--- config.mk ---
export PLATFORM = sky130hd
export DESIGN_NAME = tick_cmp_timer
export DESIGN_NICKNAME = d
export VERILOG_FILES = /design/src/rtl/tct_pkg.sv /design/src/rtl/tct_counter.sv /design/src/rtl/tct_channel.sv /design/src/rtl/tct_pending.sv /design/src/rtl/tick_cmp_timer.sv
export SDC_FILE = /design/constraint.sdc
export NUM_CORES = 1
export LEC_CHECK = 0
export BUFFER_PORTS_ARGS = -buffer_cell sky130_fd_sc_hd__clkbuf_2
export CORE_MARGIN = 5
export CORE_UTILIZATION = 33
export DETAILED_ROUTE_END_ITERATION = 10
export GPL_TIMING_DRIVEN = 1
export PLACE_DENSITY = 0.47
export SETUP_SLACK_MARGIN = 0.05
export SYNTH_ARGS = -nofsm -noshare
export SYNTH_HDL_FRONTEND = slang
export SYNTH_SLANG_ARGS = --single-unit
--- constraint.sdc ---
create_clock -name clk -period 8.2 [get_ports clk]
set_input_delay 1.64 -clock clk [delete_from_list [all_inputs] [get_ports clk]]
set_output_delay 1.64 -clock clk [all_outputs]
set_load 0.01 [all_outputs]
--- src/rtl/tct_pkg.sv ---
package tct_pkg;
    typedef enum logic [1:0] {
        CH_OFF   = 2'd0,
        CH_ARMED = 2'd1,
        CH_HIT   = 2'd2
    } ch_state_t;

    typedef enum logic {
        PEND_CLEAR  = 1'b0,
        PEND_RAISED = 1'b1
    } pend_state_t;

    localparam int ADDR_W = 2;
    localparam logic [ADDR_W-1:0] A_COUNT   = 2'd0;
    localparam logic [ADDR_W-1:0] A_SV_CMP  = 2'd1;
    localparam logic [ADDR_W-1:0] A_HV_CMP  = 2'd2;
    localparam logic [ADDR_W-1:0] A_HV_PEND = 2'd3;
endpackage

--- src/rtl/tct_counter.sv ---
module tct_counter #(
    parameter int CNT_W = 63
) (
    input  logic             clk,
    input  logic             rst_n,
    input  logic             tick_en,
    output logic [CNT_W-1:0] count_q,
    output logic [CNT_W-1:0] step_val
);
    // value the counter takes on an advancing edge (wraps naturally)
    assign step_val = count_q + {{(CNT_W-1){1'b0}}, 1'b1};

    always_ff @(posedge clk) begin
        if (!rst_n)       count_q <= '0;
        else if (tick_en) count_q <= step_val;
    end
endmodule

--- src/rtl/tct_channel.sv ---
module tct_channel
    import tct_pkg::*;
#(
    parameter int CNT_W = 63,
    parameter bit GATED = 1'b0
) (
    input  logic             clk,
    input  logic             rst_n,
    input  logic             wr_sel,
    input  logic [CNT_W:0]   wr_data,
    input  logic             tick_en,
    input  logic             live,
    input  logic [CNT_W-1:0] step_val,
    output logic [CNT_W:0]   cmp_q,
    output logic             hit
);
    localparam int DIS_BIT = CNT_W;

    ch_state_t state_q, state_d;
    logic      arrive_raw, arrive;

    assign arrive_raw = tick_en && (step_val == cmp_q[CNT_W-1:0]);

    generate
        if (GATED) begin : g_gate
            assign arrive = arrive_raw && live;
        end else begin : g_free
            assign arrive = arrive_raw;
        end
    endgenerate

    always_ff @(posedge clk) begin
        if (!rst_n)      cmp_q <= {1'b1, {CNT_W{1'b0}}};
        else if (wr_sel) cmp_q <= wr_data;
    end

    always_ff @(posedge clk) begin
        if (!rst_n) state_q <= CH_OFF;
        else        state_q <= state_d;
    end

    always_comb begin
        state_d = state_q;
        unique case (state_q)
            CH_OFF: begin
                if (wr_sel) state_d = wr_data[DIS_BIT] ? CH_OFF : CH_ARMED;
            end
            CH_ARMED: begin
                if (wr_sel)      state_d = wr_data[DIS_BIT] ? CH_OFF : CH_ARMED;
                else if (arrive) state_d = CH_HIT;
            end
            CH_HIT: begin
                if (wr_sel)      state_d = wr_data[DIS_BIT] ? CH_OFF : CH_ARMED;
                else if (arrive) state_d = CH_HIT;
                else             state_d = CH_ARMED;
            end
            default: state_d = CH_OFF;
        endcase
    end

    always_comb begin
        hit = (state_q == CH_HIT);
    end
endmodule

--- src/rtl/tct_pending.sv ---
module tct_pending
    import tct_pkg::*;
(
    input  logic clk,
    input  logic rst_n,
    input  logic set_req,
    input  logic wr_sel,
    input  logic wr_bit,
    output logic pend
);
    pend_state_t state_q, state_d;

    always_ff @(posedge clk) begin
        if (!rst_n) state_q <= PEND_CLEAR;
        else        state_q <= state_d;
    end

    always_comb begin
        state_d = state_q;
        unique case (state_q)
            PEND_CLEAR: begin
                if (set_req || (wr_sel && wr_bit)) state_d = PEND_RAISED;
            end
            PEND_RAISED: begin
                if (!set_req && wr_sel && !wr_bit) state_d = PEND_CLEAR;
            end
            default: state_d = PEND_CLEAR;
        endcase
    end

    always_comb begin
        pend = (state_q == PEND_RAISED);
    end
endmodule

--- src/rtl/tick_cmp_timer.sv ---
module tick_cmp_timer
    import tct_pkg::*;
#(
    parameter int CNT_W = 63
) (
    input  logic              clk,
    input  logic              rst_n,
    input  logic              tick_en,
    input  logic              hv_thread_live,
    input  logic              wr_en,
    input  logic [1:0]        wr_addr,
    input  logic [CNT_W:0]    wr_data,
    input  logic [1:0]        rd_addr,
    output logic [CNT_W:0]    rd_data,
    output logic              soft_tick_set,
    output logic              hv_irq
);
    logic [CNT_W-1:0] count_q;
    logic [CNT_W-1:0] step_val;
    logic [CNT_W:0]   sv_cmp;
    logic [CNT_W:0]   hv_cmp;
    logic             sv_hit;
    logic             hv_hit;
    logic             hv_pend;

    tct_counter #(.CNT_W(CNT_W)) u_counter (
        .clk      (clk),
        .rst_n    (rst_n),
        .tick_en  (tick_en),
        .count_q  (count_q),
        .step_val (step_val)
    );

    tct_channel #(.CNT_W(CNT_W), .GATED(1'b0)) u_sv_chan (
        .clk      (clk),
        .rst_n    (rst_n),
        .wr_sel   (wr_en && (wr_addr == A_SV_CMP)),
        .wr_data  (wr_data),
        .tick_en  (tick_en),
        .live     (1'b1),
        .step_val (step_val),
        .cmp_q    (sv_cmp),
        .hit      (sv_hit)
    );

    tct_channel #(.CNT_W(CNT_W), .GATED(1'b1)) u_hv_chan (
        .clk      (clk),
        .rst_n    (rst_n),
        .wr_sel   (wr_en && (wr_addr == A_HV_CMP)),
        .wr_data  (wr_data),
        .tick_en  (tick_en),
        .live     (hv_thread_live),
        .step_val (step_val),
        .cmp_q    (hv_cmp),
        .hit      (hv_hit)
    );

    tct_pending u_pend (
        .clk     (clk),
        .rst_n   (rst_n),
        .set_req (hv_hit),
        .wr_sel  (wr_en && (wr_addr == A_HV_PEND)),
        .wr_bit  (wr_data[0]),
        .pend    (hv_pend)
    );

    assign soft_tick_set = sv_hit;
    assign hv_irq        = hv_pend;

    always_comb begin
        unique case (rd_addr)
            A_COUNT:   rd_data = {1'b0, count_q};
            A_SV_CMP:  rd_data = sv_cmp;
            A_HV_CMP:  rd_data = hv_cmp;
            A_HV_PEND: rd_data = {{CNT_W{1'b0}}, hv_pend};
            default:   rd_data = '0;
        endcase
    end
endmodule

# ---- Word level (Yosys, flattened, before mapping)
# Index checks and enable logic that the tools add are counted.
dict set report totals {
  mem_bits_ro 0
  latchBits 0
  word_cells 58
  ff_bits 196
  mem_count 0
  ram_bits 0
  input_bits 73
  output_inout_bits 66
}
dict set report classes {
  multipliers 0
  n_addsub 1
  n_lt_le_gt_ge 0
  eq_ne 16
  div_mod_pow 0
  shifts 0
  muxes 17
  n_reduce_logical 17
  n_bitwise 1
}
# cell n
set ops {}
lappend ops {{64-bit one-hot mux with 4 select lines} 1}
lappend ops {{63-bit equality test} 2}
lappend ops {{63-bit by 1-bit adder with 63-bit output, second input constant} 1}
lappend ops {{2-bit two-way mux} 10}
lappend ops {{2-bit equality test, second input constant} 6}
lappend ops {{2-bit one-hot mux with 3 select lines} 2}
lappend ops {{1-bit logical AND} 9}
lappend ops {{2-bit by 1-bit equality test with 1-bit output, second input constant} 4}
lappend ops {{2-bit logical NOT} 3}
lappend ops {{3-bit by 1-bit inequality test with 1-bit output, second input constant} 2}
lappend ops {{2-bit by 1-bit inequality test with 1-bit output, second input constant} 2}
lappend ops {{2-bit AND reduction} 2}
lappend ops {{1-bit two-way mux} 3}
lappend ops {{1-bit logical NOT} 2}
lappend ops {{1-bit one-hot mux with 2 select lines} 1}
lappend ops {{1-bit logical OR} 1}
lappend ops {{1-bit NOT} 1}

# ---- Depth between registers and ports, before layout
dict set report logic_depth {
  ltp_word 7
  ltp_mapped 13
}

# ---- Modules after synthesis
# A second synthesis with hierarchy kept.
dict set report unflattened {
  hier_cells 1324
  hier_area_um2 11944.0
}
# module n_inst area_each_um2 cells_per_inst
set by_module_without_submodules {}
lappend by_module_without_submodules {tct_counter 1 4080.2 536}
lappend by_module_without_submodules {{tct_channel (u_hv_chan)} 1 3223.1 316}
lappend by_module_without_submodules {{tct_channel (u_sv_chan)} 1 3206.8 315}
lappend by_module_without_submodules {tick_cmp_timer 1 1395.1 154}
lappend by_module_without_submodules {tct_pending 1 38.8 3}

# ---- Least setup slack after synthesis
# No wires, ideal clock.
dict set report synth_path {
  path_type {input to output}
  from {input rd_addr[1]}
  to {output rd_data[11]}
  path_slack_ns 3.685
  arrival_ns 2.875
  cell_stages 4
  path_buffers 2
  cell_sequence {clkbuf_1 > buf_1 > mux2i_1 > o21ai_0}
}
dict set report synth_between {
  elab_chain_cells 2
  word_cells_on_any_way 5
  cone_classes {eq/ne (3); mux (1); reduce/logical (1)}
}
# element line_no
set synth_rtl {}
lappend synth_rtl {{start, declared} tick_cmp_timer.sv:13} ;# input logic [1:0] rd_addr,
lappend synth_rtl {{2-bit equality test (tied with other cells)} tick_cmp_timer.sv:71} ;# unique case (rd_addr)
lappend synth_rtl {{64-bit one-hot mux with 4 select lines *} tick_cmp_timer.sv:71}
lappend synth_rtl {{end, declared} tick_cmp_timer.sv:14} ;# output logic [CNT_W:0] rd_data,
# Every way passes the cells marked *; elsewhere a longest branch is shown, timed or not.

# ---- Worst setup path in the final report
dict set report layout_path {
  from {input rd_addr[0]}
  to {output rd_data[28]}
}
# The elaborated chain is that of the path after synthesis.

==> results.sh <==
export IMPL_p_leak_nw=5.36
export IMPL_drive_gt1_frac=0.126
export IMPL_clk_latency_ns=0.48
export IMPL_max_vdd_ir_drop_mv=0.154
export IMPL_fin_crit_ns=5.52
export IMPL_gr_usage_all_layers=0.253
export IMPL_pwr_share_seq=0.474
export IMPL_period_share=0.673
export IMPL_via_per_inst=5.71
export IMPL_clkTransAtPathRegs_ns=0.07
export IMPL_antenna_cells=0
export IMPL_dr_pass1_iters=5
export IMPL_slowest_delay_ns=0.74
export IMPL_cp_cell_sequence="clkbuf_2 > buf_4 > nor2b_4 > buf_4 > nand2_1 > o21ai_0 > clkbuf_2"
export IMPL_startpoint="rd_addr[0]"
export IMPL_fin_setup_tns_ns=0
export IMPL_synthMuxAreaShare=0.0531
export IMPL_syn_to_final_growth_pct=9.74
export IMPL_core_area_mm2=0.0417
export IMPL_routabilityCongestion=0.945
export IMPL_synthSimpleGateAreaFrac=0.300
export IMPL_ys_warn_count=0
export IMPL_syn_area_mm2=0.0138
export IMPL_overflow=0
export IMPL_slowest_stage="nor2b_4"
export IMPL_via_count=13400
export IMPL_yosysTopAreaCellShare=0.284
export IMPL_die_height_um=215
export IMPL_reg2reg_setup_slack_ns=2.82
export IMPL_worstPathMaxFanout=65
export IMPL_drt_total_wl_mm=59.8
export IMPL_fin_nets=1866
export IMPL_die_x_um=215
export IMPL_cts_buffer_depth=2
export IMPL_synth_fa_ha_area_frac=0.000905
export IMPL_synthTopCellsByArea="dfxtp_1, nand2_1, xnor2_1"
export IMPL_clock_skew_ns=0.0131
export IMPL_clock_fmax_ghz=0.181
export IMPL_p_comb_frac=0.107
export IMPL_cts_resized=0
export IMPL_worstSetupEndpointType="output port"
export IMPL_cp_start_kind="input port"
export IMPL_async_reset_ff_frac=0
export IMPL_ios=139
export IMPL_critPathCapture="rd_data[28]"
export IMPL_internal_power_w=0.00155
export IMPL_cts_root_buf="clkbuf_16"
export IMPL_critPathKind="in2out"
export IMPL_rsz0062_at_grt="false"
export IMPL_grt_pass1_wl_mm=88.6
export IMPL_num_rows=75
export IMPL_die_area_mm2=0.0461
export IMPL_power_frac_clock=0.419
export IMPL_relSlewSlack=0.117
export IMPL_post_route_util=0.364
export IMPL_synth_nets=1843
export IMPL_port_buffers=138
export IMPL_cts_buffers=17
export IMPL_syn_area_per_cell_um2=7.81
export IMPL_path_delay_family="buffers and inverters"
export IMPL_cts_max_level=4
export IMPL_routedWlPerCell_um=25.5
export IMPL_drv_slew=0
export IMPL_dp_hpwl_mm=45.2
export IMPL_floorplan_initialDensity=0.332
export IMPL_clock_sinks=196
export IMPL_drv_cap=0
export IMPL_antenna_found_initial=0
export IMPL_setup_violations=0
export IMPL_power_switching_w=0.000589
export IMPL_p_per_area_mw_per_mm2=141
export IMPL_grt_pass1_vias=12600
export IMPL_ys_top_cells_by_count="nand2_1, dfxtp_1, a21boi_0"
export IMPL_drtAntennaViolNets=0
export IMPL_synth_edff_count=0
export IMPL_postLayoutSetupSlackWorst_ns=2.68
export IMPL_fillers=4515
export IMPL_synthCells=1769
export IMPL_worst_pin_slew_ns=1.29
export IMPL_yosys_area_share_xor_xnor=0.155
export IMPL_synth_area_leader_cell="dfxtp_1"
export IMPL_outcome="complete, no violations"
export IMPL_swShare=0.276
export IMPL_drc=0
export IMPL_synthDistinctLibCells=81
export IMPL_reg2reg_to="u_sv_chan.state_q[1]"
export IMPL_worstSetupPathDepth=7
export IMPL_yosys_most_used_dff="dfxtp_1"
export IMPL_hold_viol=0
export IMPL_grt_max_degree=105
export IMPL_post_cts_buffers=0
export IMPL_hold_path_class="reg2reg"
export IMPL_cts_tree="built"
export IMPL_dpl_worst_slack_ns=2.70
export IMPL_worstPathRequired_ns=6.56
export IMPL_synth_top_family_by_area="simple AND/OR/NAND/NOR gates"
export IMPL_path_buf_inv=4
export IMPL_first_iter_violations=1401
export IMPL_cp_arrival_ns=3.88
export IMPL_rr_worst_depth=9
export IMPL_ys_seq_elements=196
export IMPL_reg2reg_from="u_counter.count_q[24]"
export IMPL_synth_seq_area_share=0.284
export IMPL_hold_buffers=0
export IMPL_synth_compound_area_share=0.149
export IMPL_post_synth_top_count_cell="nand2_1"
[cell families after synthesis]
group / Yosys count
AND/OR/NAND/NOR: 816
multiplexers: 72
flip-flops: 196
XOR/XNOR: 215
adder cells (fa/ha/maj): 1
buffers and inverters: 166
AO/OA/AOI/OAI: 303
[layer usage]
layer | vias up | track usage | routed length (um)
li1 | 6192 | - | -
met1 | 6574 | 0.393 | 29400
met2 | 534 | 0.371 | 25400
met3 | 63 | 0.0302 | 3940
met4 | 0 | 0.0618 | 1140
met5 | - | 0 | 0
[power groups by stage]
| stage | sequential [W] | combinational, W | clock [W] |
|---|---|---|---|
| after CTS | 0.00101 | 0.000229 | 0.000913 |
| after detailed placement | 0.00103 | 0.000228 | 0 |
| final | 0.00101 | 0.000228 | 0.000895 |
| after floorplan | 0.00101 | 0.000142 | 0 |
| after global placement | 0.00103 | 0.000227 | 0 |
| after global routing | 0.00101 | 0.000248 | 0.000948 |
[worst register-to-register path: cells and delay by family, from the launching register on]
family,cells,cell delay (ns)
AO/OA/AOI/OAI,4,2.44
flip-flops,1,0.63
AND/OR/NAND/NOR,5,2.25
[cells in the final DEF, fill, tap and decap left out, drive strengths merged, types with 15 or more instances in the layout]
cell type  netlist  layout
a21boi         138     138
a21oi           15      15
and2            55      55
and3            17      17
and4            17      17
buf             48      18
clkbuf         102     155
dfxtp          196     196
inv             16      21
mux2i           71      71
nand2          392     392
nand3           47      47
nand4           64      64
nor2            47      47
nor2b           18      18
nor3            36      36
nor4            50      50
o21ai           91      91
or3             22      22
or4             20      20
xnor2          132     132
xnor3           17      17
xor2            65      65
[sequential cells by signal (all words and copies together) (netlist names)]
name               cells
u_hv_chan.state_q      2
u_sv_chan.state_q      2
u_pend.pend            1
u_hv_chan.cmp_q       64
u_counter.count_q     63
u_sv_chan.cmp_q       64
[metrics by stage]
step	area (um2)	power [W]	hold slack [ns]	cells
global route	15200	0.00221	0.474	2341
global placement	14600	0.00126	0.435	2312
detailed placement	14600	0.00126	0.437	2312
floorplan	13800	0.00116	0.423	1769
finish	15200	0.00213	0.446	2341
CTS	15200	0.00215	0.449	2341
[layout make-up]
type                       instances  area, um2  share of cell area
timing repair buffer             154        816              0.0538
sequential                       196       3920               0.259
multi-input combinational       1407       9110               0.601
tap                              539        674              0.0445
clock buffer                      19        433              0.0285
clock inverter                    10        149             0.00982
inverter                          16       60.1             0.00396
[worst min-delay path by stage]
stage / from / endpoint / slack, ns / cells after the start
6_report: u_hv_chan.cmp_q[63] / u_hv_chan.cmp_q[63] / 0.45 / 2
5_1_grt: u_hv_chan.cmp_q[63] / u_hv_chan.cmp_q[63] / 0.47 / 2
3_5_place_dp: u_hv_chan.cmp_q[63] / u_hv_chan.cmp_q[63] / 0.44 / 2
3_3_place_gp: u_hv_chan.cmp_q[63] / u_hv_chan.cmp_q[63] / 0.43 / 2
2_1_floorplan: u_hv_chan.cmp_q[63] / u_hv_chan.cmp_q[63] / 0.42 / 2
4_1_cts: u_hv_chan.cmp_q[63] / u_hv_chan.cmp_q[63] / 0.45 / 2
No activity file was read; power rests on OpenSTA's default activity.
